`src/rtl/igate_pkg.sv`:
```
package igate_pkg;
  localparam int unsigned STAT_W_DEF   = 16;
  localparam int unsigned EN_POS_DEF   = 3;
  localparam int unsigned SHADOW_N_DEF = 1;
endpackage

```
`src/rtl/igate_stat_reg.sv`:
```
module igate_stat_reg #(
  parameter int unsigned STAT_W = igate_pkg::STAT_W_DEF,
  parameter int unsigned EN_POS = igate_pkg::EN_POS_DEF
) (
  input  logic              clk,
  input  logic              rst,
  input  logic              wr_en,
  input  logic [STAT_W-1:0] wr_data,
  input  logic              accept,
  output logic [STAT_W-1:0] stat_q
);
  logic [STAT_W-1:0] stat_d;

  always_comb begin
    stat_d = stat_q;
    if (wr_en) stat_d = wr_data;
    if (accept) stat_d[EN_POS] = 1'b0;
  end

  always_ff @(posedge clk) begin
    if (rst) stat_q <= '0;
    else     stat_q <= stat_d;
  end

  AST_WRITE_LOADS: assert property (@(posedge clk) disable iff (rst)
    (wr_en && !accept) |=> (stat_q == $past(wr_data)));
  AST_ACCEPT_CLEARS: assert property (@(posedge clk) disable iff (rst)
    accept |=> !stat_q[EN_POS]);
endmodule

```
`src/rtl/igate_shadow.sv`:
```
module igate_shadow #(
  parameter int unsigned SHADOW_N = igate_pkg::SHADOW_N_DEF
) (
  input  logic clk,
  input  logic rst,
  input  logic wr_en,
  input  logic wr_en_bit,
  input  logic en_q,
  input  logic retire,
  output logic busy
);
  localparam int unsigned CNT_W = $clog2(SHADOW_N + 1);
  localparam logic [CNT_W-1:0] LOAD_V = CNT_W'(SHADOW_N);

  logic [CNT_W-1:0] cnt_q;

  always_ff @(posedge clk) begin
    if (rst)                               cnt_q <= '0;
    else if (wr_en && !wr_en_bit)          cnt_q <= '0;
    else if (wr_en && wr_en_bit && !en_q)  cnt_q <= LOAD_V;
    else if (retire && cnt_q != '0)        cnt_q <= cnt_q - 1'b1;
  end

  assign busy = (cnt_q != '0);

  AST_SET_OPENS: assert property (@(posedge clk) disable iff (rst)
    (wr_en && wr_en_bit && !en_q) |=> (cnt_q == LOAD_V));
  AST_CLEAR_CANCELS: assert property (@(posedge clk) disable iff (rst)
    (wr_en && !wr_en_bit) |=> !busy);
  AST_RESET_IDLE: assert property (@(posedge clk)
    rst |=> !busy);
endmodule

```
`src/rtl/igate_accept.sv`:
```
module igate_accept (
  input  logic clk,
  input  logic rst,
  input  logic retire,
  input  logic pend,
  input  logic en_q,
  input  logic shadow_busy,
  input  logic wr_en,
  input  logic wr_en_bit,
  output logic accept,
  output logic take_q
);
  logic clr_now;

  always_comb begin
    clr_now = wr_en && !wr_en_bit;
    accept  = retire && pend && en_q && !shadow_busy && !clr_now;
  end

  always_ff @(posedge clk) begin
    if (rst) take_q <= 1'b0;
    else     take_q <= accept;
  end

  AST_TAKE_ON_BOUNDARY: assert property (@(posedge clk) disable iff (rst)
    take_q |-> $past(retire && pend));
  AST_TAKE_SINGLE: assert property (@(posedge clk) disable iff (rst)
    take_q |=> !take_q);
endmodule

```
`src/rtl/intr_enable_gate.sv`:
```
module intr_enable_gate #(
  parameter int unsigned STAT_W   = igate_pkg::STAT_W_DEF,
  parameter int unsigned EN_POS   = igate_pkg::EN_POS_DEF,
  parameter int unsigned SHADOW_N = igate_pkg::SHADOW_N_DEF
) (
  input  logic              clk,
  input  logic              rst,
  input  logic              stat_we,
  input  logic [STAT_W-1:0] stat_wd,
  input  logic              instr_ret,
  input  logic              irq_pend,
  output logic [STAT_W-1:0] stat_q,
  output logic              take_o
);
  logic accept;
  logic shadow_busy;
  logic wr_en_bit;
  logic en_q;

  assign wr_en_bit = stat_wd[EN_POS];
  assign en_q      = stat_q[EN_POS];

  igate_stat_reg #(.STAT_W(STAT_W), .EN_POS(EN_POS)) u_stat (
    .clk(clk), .rst(rst), .wr_en(stat_we), .wr_data(stat_wd),
    .accept(accept), .stat_q(stat_q)
  );

  igate_shadow #(.SHADOW_N(SHADOW_N)) u_shadow (
    .clk(clk), .rst(rst), .wr_en(stat_we), .wr_en_bit(wr_en_bit),
    .en_q(en_q), .retire(instr_ret), .busy(shadow_busy)
  );

  igate_accept u_accept (
    .clk(clk), .rst(rst), .retire(instr_ret), .pend(irq_pend),
    .en_q(en_q), .shadow_busy(shadow_busy), .wr_en(stat_we),
    .wr_en_bit(wr_en_bit), .accept(accept), .take_q(take_o)
  );

  AST_SHADOW_BLOCKS: assert property (@(posedge clk) disable iff (rst)
    shadow_busy |=> !take_o);
  AST_NO_TAKE_DISABLED: assert property (@(posedge clk) disable iff (rst)
    !en_q |=> !take_o);
  AST_TAKE_WITH_CLEAR: assert property (@(posedge clk) disable iff (rst)
    take_o |-> !en_q);
endmodule

```
`config.mk`:
```
export PLATFORM = sky130hd
export DESIGN_NAME = intr_enable_gate
export DESIGN_NICKNAME = d
export VERILOG_FILES = /design/src/rtl/igate_pkg.sv /design/src/rtl/igate_stat_reg.sv /design/src/rtl/igate_shadow.sv /design/src/rtl/igate_accept.sv /design/src/rtl/intr_enable_gate.sv
export SDC_FILE = /design/constraint.sdc
export NUM_CORES = 1
export LEC_CHECK = 0
export BUFFER_PORTS_ARGS = -buffer_cell sky130_fd_sc_hd__buf_2
export CAP_MARGIN = 10
export CORE_ASPECT_RATIO = 0.8
export CORE_MARGIN = 2
export CORE_UTILIZATION = 37
export CTS_CLUSTER_DIAMETER = 30
export DETAILED_ROUTE_END_ITERATION = 8
export PLACE_DENSITY = 0.73
export SYNTH_ARGS = -nofsm -noshare
export SYNTH_HDL_FRONTEND = slang
export SYNTH_SLANG_ARGS = --single-unit
```
`constraint.sdc`:
```
create_clock -name clk -period 0.91 [get_ports clk]
set_clock_uncertainty 0.2 [all_clocks]
set_input_delay 0.0455 -clock clk [delete_from_list [all_inputs] [get_ports clk]]
set_output_delay 0.0455 -clock clk [all_outputs]
set_load 0.005 [all_outputs]
```
* Word-level counts from Yosys, hierarchy flattened
Index checks and enable logic that the tools add are counted.
Operators by class: $add $sub $neg 1, multiplexer cells 2, reduce and logical (&&, ||, !) cells 15
Operator list (number):
- logical AND 1 bit | 8
- zero test 1 bit | 4
- OR reduction 2 bit | 2
- 2-to-1 mux 1 bit | 2
- nonzero test 2 bit | 1
- subtractor 1 bit, second input constant | 1
Storage, ports and cells: bits of input ports 21, output and inout bits 17, bits in registers 18, word-level logic and storage cells 22

* Longest topological paths before layout
Gate-level depths: netlist of the first run.
word-level depth 5, gate-level depth with buffers 4

* Hierarchy
From an unflattened synthesis of the first run, not the netlist that was laid out.
Unflattened totals: cell total of the unflattened synthesis 62, area total of the unflattened synthesis 696.9 µm²
Modules (own cells, without submodules):
- igate_stat_reg | times used 1, cells each 52, area each 581.8 µm², sequential area each 320.3 µm²
- igate_accept | times used 1, cells each 5, area each 63.8 µm², sequential area each 20.0 µm²
- igate_shadow | times used 1, cells each 5, area each 51.3 µm², sequential area each 20.0 µm²

* Worst setup path after synthesis of the first run
No wires, ideal clock.
kind register -> register, start point reg u_stat.stat_q[3], end point reg u_stat.stat_q[3], period minus slack after synthesis 0.985 ns, path slack -0.075 ns, path buffers 0, stages on the path, launching flop included 3, data arrival time 0.669 ns, setup time 0.116 ns, path through dfxtp_1 mux2_4 o211a_1
Between the ends: cells in the longest elaborated chain, start to end 4
Ends and longest elaborated chain:
- from (decl) | line igate_stat_reg.sv:10 | output logic [STAT_W-1:0] stat_q
- from (signal assigned) | line igate_stat_reg.sv:22 | else stat_q <= stat_d;
- logical AND 1 bit (3 in series) | line igate_accept.sv:17 | accept = retire && pend && en_q && !shadow_busy && !clr_now;
- OR reduction 2 bit (no line)
Every way passes these cells. A chain may end at the register's enable or synchronous reset.

* Worst setup path in the final report of the first run
start point reg u_shadow.cnt_q, in the netlist u_shadow.busy, end point reg u_stat.stat_q[3]
Between the ends: cells in the longest elaborated chain, start to end 4
Ends and longest elaborated chain:
- from (decl) | line igate_shadow.sv:15 | logic [CNT_W-1:0] cnt_q;
- from (signal assigned) | line igate_shadow.sv:21 | else if (retire && cnt_q != '0) cnt_q <= cnt_q - 1'b1;
- zero test 1 bit | line igate_accept.sv:17
- logical AND 1 bit (2 in series) | line igate_accept.sv:17
- OR reduction 2 bit (no line)
Every way passes these cells.

==> results by group, run 1 <==
Status
  • Outcome: complete, but fails checks
  • Failing checks: hold timing, setup timing

STA
  • Slew Limit Fails: 0
  • Worst slew margin: roughly 77%
  • Fin crit period: roughly 1.1 ns
  • Final hold viol count: 18
  • PnR worst setup slack: -0.143 ns
  • Final TNS setup: -1.39 ns
  • Max Fclk: between 900 and 1000 MHz
  • Worst Hold Slack: -0.140 ns
  • Slew @ Worst Pin: 0.343 ns
  • Setup violations, final: 20
  • Unrepaired setup endpoints after global routing: yes
  • Final Cycle Share: 116%

Synthesis
  • Netlist cell types: 16
  • Syn. warnings: 0
  • Register area share after synthesis: a little over half
  • Mean post-synth cell area: 11.0 um^2
  • Syn_nets: between 80 and 90
  • Post-Syn Instances: 62
  • Cell Area, Synth: between 600 and 700 um^2
  • FF+latch count, synth: 18

Min path
  • Worst Hold Launch: instr_ret
  • Hold WC Path Type: in2reg
  • Hold depth: 3
  • Hold Path End: u_shadow.busy

Global routing
  • Tot GR Track Use: roughly 16%
  • Largest net degree at the start of global routing: 19
  • First-pass GRT wire length: 2580 um
  • Vias in the first global route: roughly 610
  • Antenna violations before repair: 0
  • Grt ovf: 0

Power and ir drop
  • Switch Pwr: approximately 0.36 mW
  • Seq pwr share: a little over half
  • Clock power share: just under 30%
  • Pwr dens: 1480 nW/um^2
  • Logic pwr share: between 10% and 20%
  • Static leakage: 0.569 nW
  • VDD IR max: roughly 1.1 mV
  • Final Power: ~1.6 mW
  • Internal power: between 1 and 1.5 mW
  • Sw Ratio: 22.1%

Setup path
  • R2R Path End: u_stat.stat_q[3]
  • Reg2reg path depth: 2
  • CP max FO: 2
  • Flop2flop setup slack: -0.14 ns
  • Worst EP required: 0.90 ns
  • Nature of the critical path endpoint: flop
  • Crit path arrival time: approximately 1.0 ns
  • Crit path kind: reg2reg
  • R2r startpoint: u_shadow.busy
  • Crit start category: flop

Layout
  • Commonest non-fill, non-tap cell in the layout: buf_2
  • Commonest cells after routing, fill and taps aside: buf_2, dfxtp_2, mux2i_1, nor2_1, dlygate4sd3_1
  • Post-layout util: between 60% and 70%
  • Antenna diodes: 0
  • Post-route design area: 1080 um^2
  • Share of layout cells above drive strength 1: around half
  • Area Overhead vs Synth: 59.4%
  • Total Nets Final: around 130

Die
  • Chip Width: between 50 and 60 um
  • Chip Height: 42.4 um
  • Core area: ~1700 um^2
  • # IOs: 38
  • Starting density of the core: roughly two fifths
  • Die area: 2200 um^2
  • Row cnt: 13

Drt
  • Vias per cell: ~4.6
  • Wirelength per Cell: roughly 12 um
  • 1st-pass router iterations: 3
  • Vias after detailed routing: 586
  • Routed Antenna Nets: 0
  • 1st-iter DRT viols: 3
  • # DRC: 0
  • Final wirelength: 1510 um

Clocking
  • Cts hold-fix bufs: 15
  • TritonCTS clock tree: done
  • Clock-pin slew on the worst setup and hold paths: ~0.09 ns
  • CTS Root Cell: clkbuf_4
  • Clock insertion delay at the later pin of the skew report: about 0.28 ns
  • Num CTS Buffers: 3
  • H-tree depth: 1
  • Clk buf depth: 2
  • Clk sinks: 18

Placed design
  • DP HPWL: roughly 1000 um
  • PortBufs: 37
  • Placed inst area: between 800 and 900 um^2
  • Routability-driven placement congestion ratio: roughly 0.59
  • Dpl ws: -0.113 ns

Job
  • Max Cap Viol: 0
==> power groups by stage <==
| stage | Sequential, mW | Combinational (mW) | Clock [mW] |
|---|---|---|---|
| floorplan | 0.876 | 0.114 | 0 |
| global placement | 0.870 | 0.214 | 0 |
| detailed placement | 0.873 | 0.220 | 0 |
| CTS | 0.863 | 0.277 | 0.501 |
| global route | 0.872 | 0.294 | 0.529 |
| finish | 0.866 | 0.266 | 0.476 |
==> cell families (layout without fill, tap and decap cells) <==
group	Yosys count	in the layout	synth area share (%)
flops	18	18	52.9
mux	16	16	24.3
compound gates	2	2	2.57
buf+inv	6	50	6.98
simple gates	20	20	13.2
==> critical path: stages, from the launching register on <==
cell and delay (ns):
dfxtp_2 0.33, nand4b_1 0.19, o211a_1 0.23
==> cells in the mapped netlist <==
cell type	count	area share [%]
o211a_1	1	1.5
buf_8	1	2.2
a211oi_1	1	1.1
clkbuf_2	1	0.73
buf_4	1	1.1
and2b_1	1	1.1
nor3_1	1	0.73
inv_1	1	0.55
buf_6	1	1.7
mux2_4	1	2.2
nor2_1	15	8.3
mux2i_1	15	22
nand2b_1	2	1.8
nand4b_1	1	1.3
dfxtp_1	18	53
buf_2	1	0.73
==> per-layer routing <==
layer / up-vias / track usage (%) / part of all wire [%]
met3: 2 / 6.43 / 5.0
met2: 18 / 29.4 / 56
met5: - / 0 / 0
met1: 274 / 15.8 / 37
met4: 0 / 6.32 / 1.3
li1: 292 / - / -
==> registers in the layout (all words and copies together) (netlist names) <==
| register | count |
|---|---|
| u_accept.take_q | 1 |
| u_stat.stat_q | 16 |
| u_shadow.busy | 1 |
==> worst max-delay path by stage <==
stage             startpoint  slack [ns]               end  cells past startpoint
2_1_floorplan  u_shadow.busy       -0.06  u_stat.stat_q[3]                      2
3_3_place_gp   u_shadow.busy       -0.07  u_stat.stat_q[3]                      2
3_5_place_dp   u_shadow.busy       -0.11  u_stat.stat_q[3]                      2
4_1_cts        u_shadow.busy       -0.13  u_stat.stat_q[3]                      2
5_1_grt        u_shadow.busy       -0.15  u_stat.stat_q[3]                      2
6_report       u_shadow.busy       -0.14  u_stat.stat_q[3]                      2
==> final cells by class <==
type / count / area, um^2
Clock buffer: 4 / 36.3
Timing Repair Buffer: 45 / 350
Tap cell: 22 / 27.5
Fill cell: 147 / 591
Inverter: 1 / 3.75
Sequential cell: 18 / 382
Multi-Input combinational cell: 38 / 285
==> through the flow <==
stage / hold slack [ns] / instances
5_1_grt: -0.157 / 128
6_report: -0.140 / 128
2_1_floorplan: -0.00730 / 62
3_3_place_gp: 0.0769 / 118
4_1_cts: -0.144 / 137
3_5_place_dp: 0.0929 / 118
==> repair_timing <==
| action | CTS | global route |
|---|---|---|
| endpoints found under the hold margin | 18 | 18 |
| resized for setup | 16 | 7 |
| setup endpoints to repair | 20 | 32 |
| buffers inserted | 0 | 0 |
| cloned | 0 | 0 |
| pin swaps | 2 | 2 |
(Power assumes the default switching activity.)
==> run 2: changes to the inputs <==
--- a/config.mk
+++ b/config.mk
@@ -12,7 +12,9 @@
 export CORE_UTILIZATION = 37
 export CTS_CLUSTER_DIAMETER = 30
 export DETAILED_ROUTE_END_ITERATION = 8
+export MAX_ROUTING_LAYER = met4
 export PLACE_DENSITY = 0.73
+export SKIP_LAST_GASP = 1
 export SYNTH_ARGS = -nofsm -noshare
 export SYNTH_HDL_FRONTEND = slang
 export SYNTH_SLANG_ARGS = --single-unit
==> results by group, run 2 (same netlist as run 1, synthesis figures left out) <==
STA
  • Slew @ Worst Pin: 0.341 ns (-0.00232 ns)
  • Unrepaired setup endpoints after global routing: yes
  • Worst Hold Slack: -0.139 ns (+0.000915 ns)
  • Setup violations, final: 20 (unchanged)
  • Fin crit period: 1.05 ns (-0.0000370 ns)
  • Max Fclk: 950 MHz (about the same)
  • Final TNS setup: -1.37 ns (+0.0137 ns)
  • Final Cycle Share: 116% (about the same)
  • Worst slew margin: 77.3% (+0.16 points)
  • PnR worst setup slack: -0.143 ns (+0.0000370 ns)
  • Final hold viol count: 18 (unchanged)
  • Slew Limit Fails: 0 (unchanged)

Layout
  • Largest register by flop count: u_stat.stat_q
  • Post-route design area: 1080 um^2 (unchanged)
  • Antenna diodes: 0 (unchanged)
  • Share of layout cells above drive strength 1: 50.9% (unchanged)
  • Commonest non-fill, non-tap cell in the layout: buf_2
  • Area Overhead vs Synth: 59.4% (unchanged)
  • Total Nets Final: 128 (unchanged)
  • Fillers: 147 (unchanged)
  • Commonest cells after routing, fill and taps aside: buf_2, dfxtp_2, mux2i_1, nor2_1, dlygate4sd3_1
  • Finished Layout Cells: 128 (unchanged)
  • Max FFs per register: 16 (unchanged)
  • Post-layout util: 64.7% (unchanged)

Placed design
  • PortBufs: 37 (unchanged)
  • Placed inst area: 891 um^2 (unchanged)
  • DP Cell Count: 118 (unchanged)
  • DP HPWL: 1050 um (unchanged)
  • Dpl ws: -0.113 ns (unchanged)
  • Routability-driven placement congestion ratio: 0.589 (+0.56%)

Global routing
  • Largest net degree at the start of global routing: 19 (unchanged)
  • Antenna violations before repair: 0 (unchanged)
  • Grt ovf: 0 (unchanged)
  • Tot GR Track Use: 16.5% (+0.44 points)
  • Vias in the first global route: 610 (+0.33%)
  • First-pass GRT wire length: 2580 um (unchanged)

Setup path
  • CP max FO: 2 (unchanged)
  • Nature of the critical path endpoint: flop
  • Worst EP required: 0.89 ns (about the same)
  • Crit-path slowest cell: dfxtp_2
  • Delay-heaviest family, CP: flip-flops
  • Crit path arrival time: 1.04 ns (about the same)
  • CP Buf/Inv Count: 0 (unchanged)
  • Crit path kind: reg2reg
  • Crit-path cells: nand4b_1, o211a_1
  • Worst path max stage delay: 0.33 ns (about the same)
  • Crit start category: flop

Die
  • Row cnt: 13 (unchanged)
  • Chip Height: 42.4 um (unchanged)
  • Starting density of the core: 40.6% (unchanged)
  • # IOs: 38 (unchanged)
  • Chip Width: 52.0 um (unchanged)
  • Core area: 1680 um^2 (unchanged)
  • Die area: 2200 um^2 (unchanged)

Clocking
  • Cts hold-fix bufs: 15 (unchanged)
  • CTS Root Cell: clkbuf_4
  • TritonCTS clock tree: done
  • Clk buf depth: 2 (unchanged)
  • Clock insertion delay at the later pin of the skew report: 0.28 ns (about the same)
  • Post-CTS setup buffer count: 0 (unchanged)
  • Clock-pin slew on the worst setup and hold paths: 0.09 ns (about the same)
  • Clk sinks: 18 (unchanged)
  • H-tree depth: 1 (unchanged)
  • Num CTS Buffers: 3 (unchanged)

Status
  • Outcome: complete, but fails checks
  • Failing checks: hold timing, setup timing

Drt
  • Final wirelength: 1510 um (-0.27%)
  • Routed Antenna Nets: 0 (unchanged)
  • Vias per cell: 4.58 (unchanged)
  • 1st-iter DRT viols: 1 (-2)
  • Vias after detailed routing: 586 (unchanged)
  • 1st-pass router iterations: 3 (unchanged)
  • Wirelength per Cell: 11.8 um (-0.27%)
  • # DRC: 0 (unchanged)

Min path
  • Hold WC Path Type: in2reg

Power and ir drop
  • Final Power: 1.61 mW (about the same)
  • Pwr dens: 1480 nW/um^2 (about the same)
  • Static leakage: 0.569 nW (unchanged)
  • VDD IR max: 1.11 mV (about the same)

Job
  • Max Cap Viol: 0 (unchanged)
==> run 2: layer usage <==
layer	wire length [um]	track usage [%]	part of all wire, %	vias up
met5	0	-	0	-
met4	19	6.32	1.3	0
met1	562	15.8	37	273
met2	846	29.4	56	18
li1	-	-	-	293
met3	75	6.43	5.0	2
==> run 2: tightest hold or removal path, delay by kind of cell <==
family                 cells  cell delay [ns]
AO/OA/AOI/OAI              1             0.07
buffers and inverters      1             0.09
AND/OR/NAND/NOR            1             0.11
==> run 2: cell type report <==
cell class / instances / area, um^2 / share of cell area, %
clock buffers: 4 / 36.3 / 3.34
inverters: 1 / 3.75 / 0.346
multi-input cells: 38 / 285 / 26.3
flip-flops and latches: 18 / 382 / 35.2
well taps: 22 / 27.5 / 2.54
repair buffers: 45 / 350 / 32.3
==> run 2: repair_timing <==
item                       CTS  global route
hold endpoints to repair    18            18
pin swaps                    2             2
gates resized for setup     16             7
setup endpoints to repair   20            32
==> run 2: power by group <==
part	total (mW)	leakage (nW)	switching, mW	internal, mW
clock network	0.475	0.0210	0.231	0.244
logic	0.266	0.394	0.0989	0.167
registers	0.866	0.154	0.0242	0.841
total	1.61	0.569	0.354	1.25
==> run 2: final timing paths <==
check,start,endpoint,slack [ns],cells past startpoint
worst max-delay path,u_shadow.busy,u_stat.stat_q[3],-0.14,2
worst max register to register,u_shadow.busy,u_stat.stat_q[3],-0.14,2
worst min-delay path,instr_ret,u_shadow.busy,-0.14,3
worst min register to register,u_stat.stat_q[12],u_stat.stat_q[12],0.29,2
==> run 3: changes to the inputs <==
--- a/config.mk
+++ b/config.mk
@@ -9,12 +9,13 @@
 export CAP_MARGIN = 10
 export CORE_ASPECT_RATIO = 0.8
 export CORE_MARGIN = 2
-export CORE_UTILIZATION = 37
+export CORE_UTILIZATION = 38
 export CTS_CLUSTER_DIAMETER = 30
 export DETAILED_ROUTE_END_ITERATION = 8
 export MAX_ROUTING_LAYER = met4
-export PLACE_DENSITY = 0.73
+export PLACE_DENSITY = 0.75
 export SKIP_LAST_GASP = 1
 export SYNTH_ARGS = -nofsm -noshare
 export SYNTH_HDL_FRONTEND = slang
+export SYNTH_HIERARCHICAL = 1
 export SYNTH_SLANG_ARGS = --single-unit
==> results by group, run 3 <==
Setup path
  • Crit path arrival time: 0.77 ns (-0.27 ns)
  • Crit-path cells: buf_6
  • Crit start category: flop
  • Worst path max stage delay: 0.38 ns (+0.05 ns)
  • Crit path kind: reg2out
  • Delay-heaviest family, CP: flip-flops
  • CP max FO: 4 (+2)
  • Worst EP required: 0.66 ns (-0.23 ns)
  • Nature of the critical path endpoint: output pin
  • CP Buf/Inv Count: 1 (+1)
  • Crit-path slowest cell: dfxtp_4

Power and ir drop
  • Pwr dens: 1440 nW/um^2 (-2.5%)
  • VDD IR max: 1.16 mV (+4.5%)
  • Final Power: 1.63 mW (+1.7%)
  • Static leakage: 0.558 nW (-2.0%)

Clocking
  • Clk sinks: 18 (unchanged)
  • Clock-pin slew on the worst setup and hold paths: 0.10 ns (about the same)
  • TritonCTS clock tree: done
  • Cts hold-fix bufs: 15 (unchanged)
  • CTS Root Cell: clkbuf_4
  • Post-CTS setup buffer count: 0 (unchanged)
  • H-tree depth: 1 (unchanged)
  • Clk buf depth: 2 (unchanged)
  • Num CTS Buffers: 3 (unchanged)
  • Clock insertion delay at the later pin of the skew report: 0.29 ns (about the same)

Synthesis
  • Netlist cell types: 14 (-2)
  • Cell Area, Synth: 697 um^2 (+2.4%)
  • Top-count cell post-synth: dfxtp_1
  • FF+latch count, synth: 18 (unchanged)
  • EDFF count, synth: 0 (unchanged)
  • Synth top area share: 51.7% (-1.2 points)
  • Mean post-synth cell area: 11.2 um^2 (+2.4%)
  • Syn_nets: 83 (unchanged)
  • Post-Syn Instances: 62 (unchanged)
  • Main synth FF type: dfxtp_1
  • Asr flop ratio synth: 0% (unchanged)
  • Area leader, netlist: dfxtp_1
  • Syn. warnings: 6 (+6)
  • Register area share after synthesis: 51.7% (-1.2 points)
  • Area contributors post-synth: dfxtp_1, mux2i_1, nor2_1
  • Top cells by count, synth: dfxtp_1, mux2i_1, nor2_1, nand2b_1

Drt
  • 1st-iter DRT viols: 3 (+2)
  • 1st-pass router iterations: 2 (-1)
  • # DRC: 0 (unchanged)
  • Vias per cell: 4.50 (-1.6%)
  • Routed Antenna Nets: 0 (unchanged)
  • Final wirelength: 1540 um (+2.0%)
  • Wirelength per Cell: 11.9 um (+1.2%)
  • Vias after detailed routing: 581 (-0.85%)

STA
  • Max Fclk: 981 MHz (+3.2%)
  • Slew @ Worst Pin: 0.329 ns (-0.0116 ns)
  • Setup violations, final: 19 (-5.0%)
  • Final Cycle Share: 112% (-3.6 points)
  • PnR worst setup slack: -0.110 ns (+0.0329 ns)
  • Unrepaired setup endpoints after global routing: yes
  • Final TNS setup: -1.28 ns (+0.0974 ns)
  • Worst Hold Slack: -0.189 ns (-0.0505 ns)
  • Worst slew margin: 78.0% (+0.77 points)
  • Final hold viol count: 18 (unchanged)
  • Slew Limit Fails: 0 (unchanged)
  • Fin crit period: 1.02 ns (-0.0329 ns)

Global routing
  • Met2 Use GR: 28.1% (-1.3 points)
  • Most Used Layer, Global Route: met2
  • Antenna violations before repair: 0 (unchanged)
  • Tot GR Track Use: 15.7% (-0.78 points)
  • Largest net degree at the start of global routing: 19 (unchanged)
  • First-pass GRT wire length: 2510 um (-2.7%)
  • M3 GR Usage: 5.36% (-1.1 points)
  • Vias in the first global route: 608 (-0.33%)
  • M1 GR Usage: 16.6% (+0.80 points)
  • Grt ovf: 0 (unchanged)

Layout
  • Largest register by flop count: u_stat/stat_q
  • Finished Layout Cells: 129 (+0.78%)
  • Commonest non-fill, non-tap cell in the layout: buf_2
  • Antenna diodes: 0 (unchanged)
  • Total Nets Final: 129 (+0.78%)
  • Area Overhead vs Synth: 62.3%
  • Share of layout cells above drive strength 1: 52.3% (+1.4 points)
  • Max FFs per register: 16 (unchanged)
  • Commonest cells after routing, fill and taps aside: buf_2, dfxtp_2, mux2i_1
  • Post-layout util: 67.5% (+2.8 points)

Die
  • Die area: 2190 um^2 (-0.27%)
  • # IOs: 38 (unchanged)
  • Core area: 1680 um^2 (unchanged)
  • Chip Width: 51.9 um (-0.14%)
  • Row cnt: 13 (unchanged)
  • Chip Height: 42.3 um (-0.13%)
  • Starting density of the core: 41.6% (+0.97 points)

Placed design
  • PortBufs: 37 (unchanged)
  • DP HPWL: 1020 um (-2.5%)
  • DP Cell Count: 119 (+0.85%)
  • Routability-driven placement congestion ratio: 0.696 (+18%)

Status
  • Outcome: complete, but fails checks
  • Failing checks: hold timing, setup timing

Min path
  • Hold WC Path Type: in2reg

Job
  • Max Cap Viol: 0 (unchanged)
[run 3: cell type report]
| class | instances | area (um^2) |
|---|---|---|
| clock buffers | 4 | 36.3 |
| repair buffers | 45 | 377 |
| fillers | 138 | 544 |
| multi-input cells | 39 | 303 |
| well taps | 22 | 27.5 |
| flip-flops and latches | 18 | 384 |
| inverters | 1 | 3.75 |
[run 3: cell families (layout without fill, tap and decap cells)]
group                  Yosys count  count (layout)  synth area share [%]
AO/OA/AOI/OAI                    1               1                  2.15
buffers and inverters            5              50                  6.28
flip-flops                      18              18                  51.7
multiplexers                    16              16                  23.0
AND/OR/NAND/NOR                 22              22                  16.9
[run 3: path summary, 6_finish.rpt]
path                    startpoint             to  slack (ns)  depth (start not counted)
setup / recovery  u_stat/stat_q[3]      stat_q[3]       -0.11                          1
hold / removal          stat_wd[3]  u_shadow/busy       -0.19                          3
setup reg to reg  u_stat/stat_q[3]  u_shadow/busy       -0.07                          2
hold reg to reg      u_shadow/busy  u_shadow/busy        0.30                          2
[run 3: metal layers]
layer | vias up | routed length [um]
li1 | 297 | -
met1 | 256 | 654
met2 | 28 | 759
met3 | 0 | 121
met4 | 0 | 0
met5 | - | 0
[run 3: report_power, final]
group / switching (mW) / internal, mW
registers: 0.0283 / 0.840
clock network: 0.238 / 0.244
logic: 0.105 / 0.179
[run 3: timing repair]
action,in CTS,in global routing
endpoints found under the hold margin,18,18
pin swaps,3,5
cloned,0,0
endpoints found under the setup margin,20,29
resized for setup,16,12
[run 3: through the flow]
step	hold slack, ns	setup WS [ns]	area [um^2]
finish	-0.189	-0.110	1130
global route	-0.184	-0.149	1130
CTS	-0.198	-0.123	1120
detailed placement	0.0890	-0.0967	906
global placement	0.0757	-0.0355	906
floorplan	-0.0883	-0.0164	706
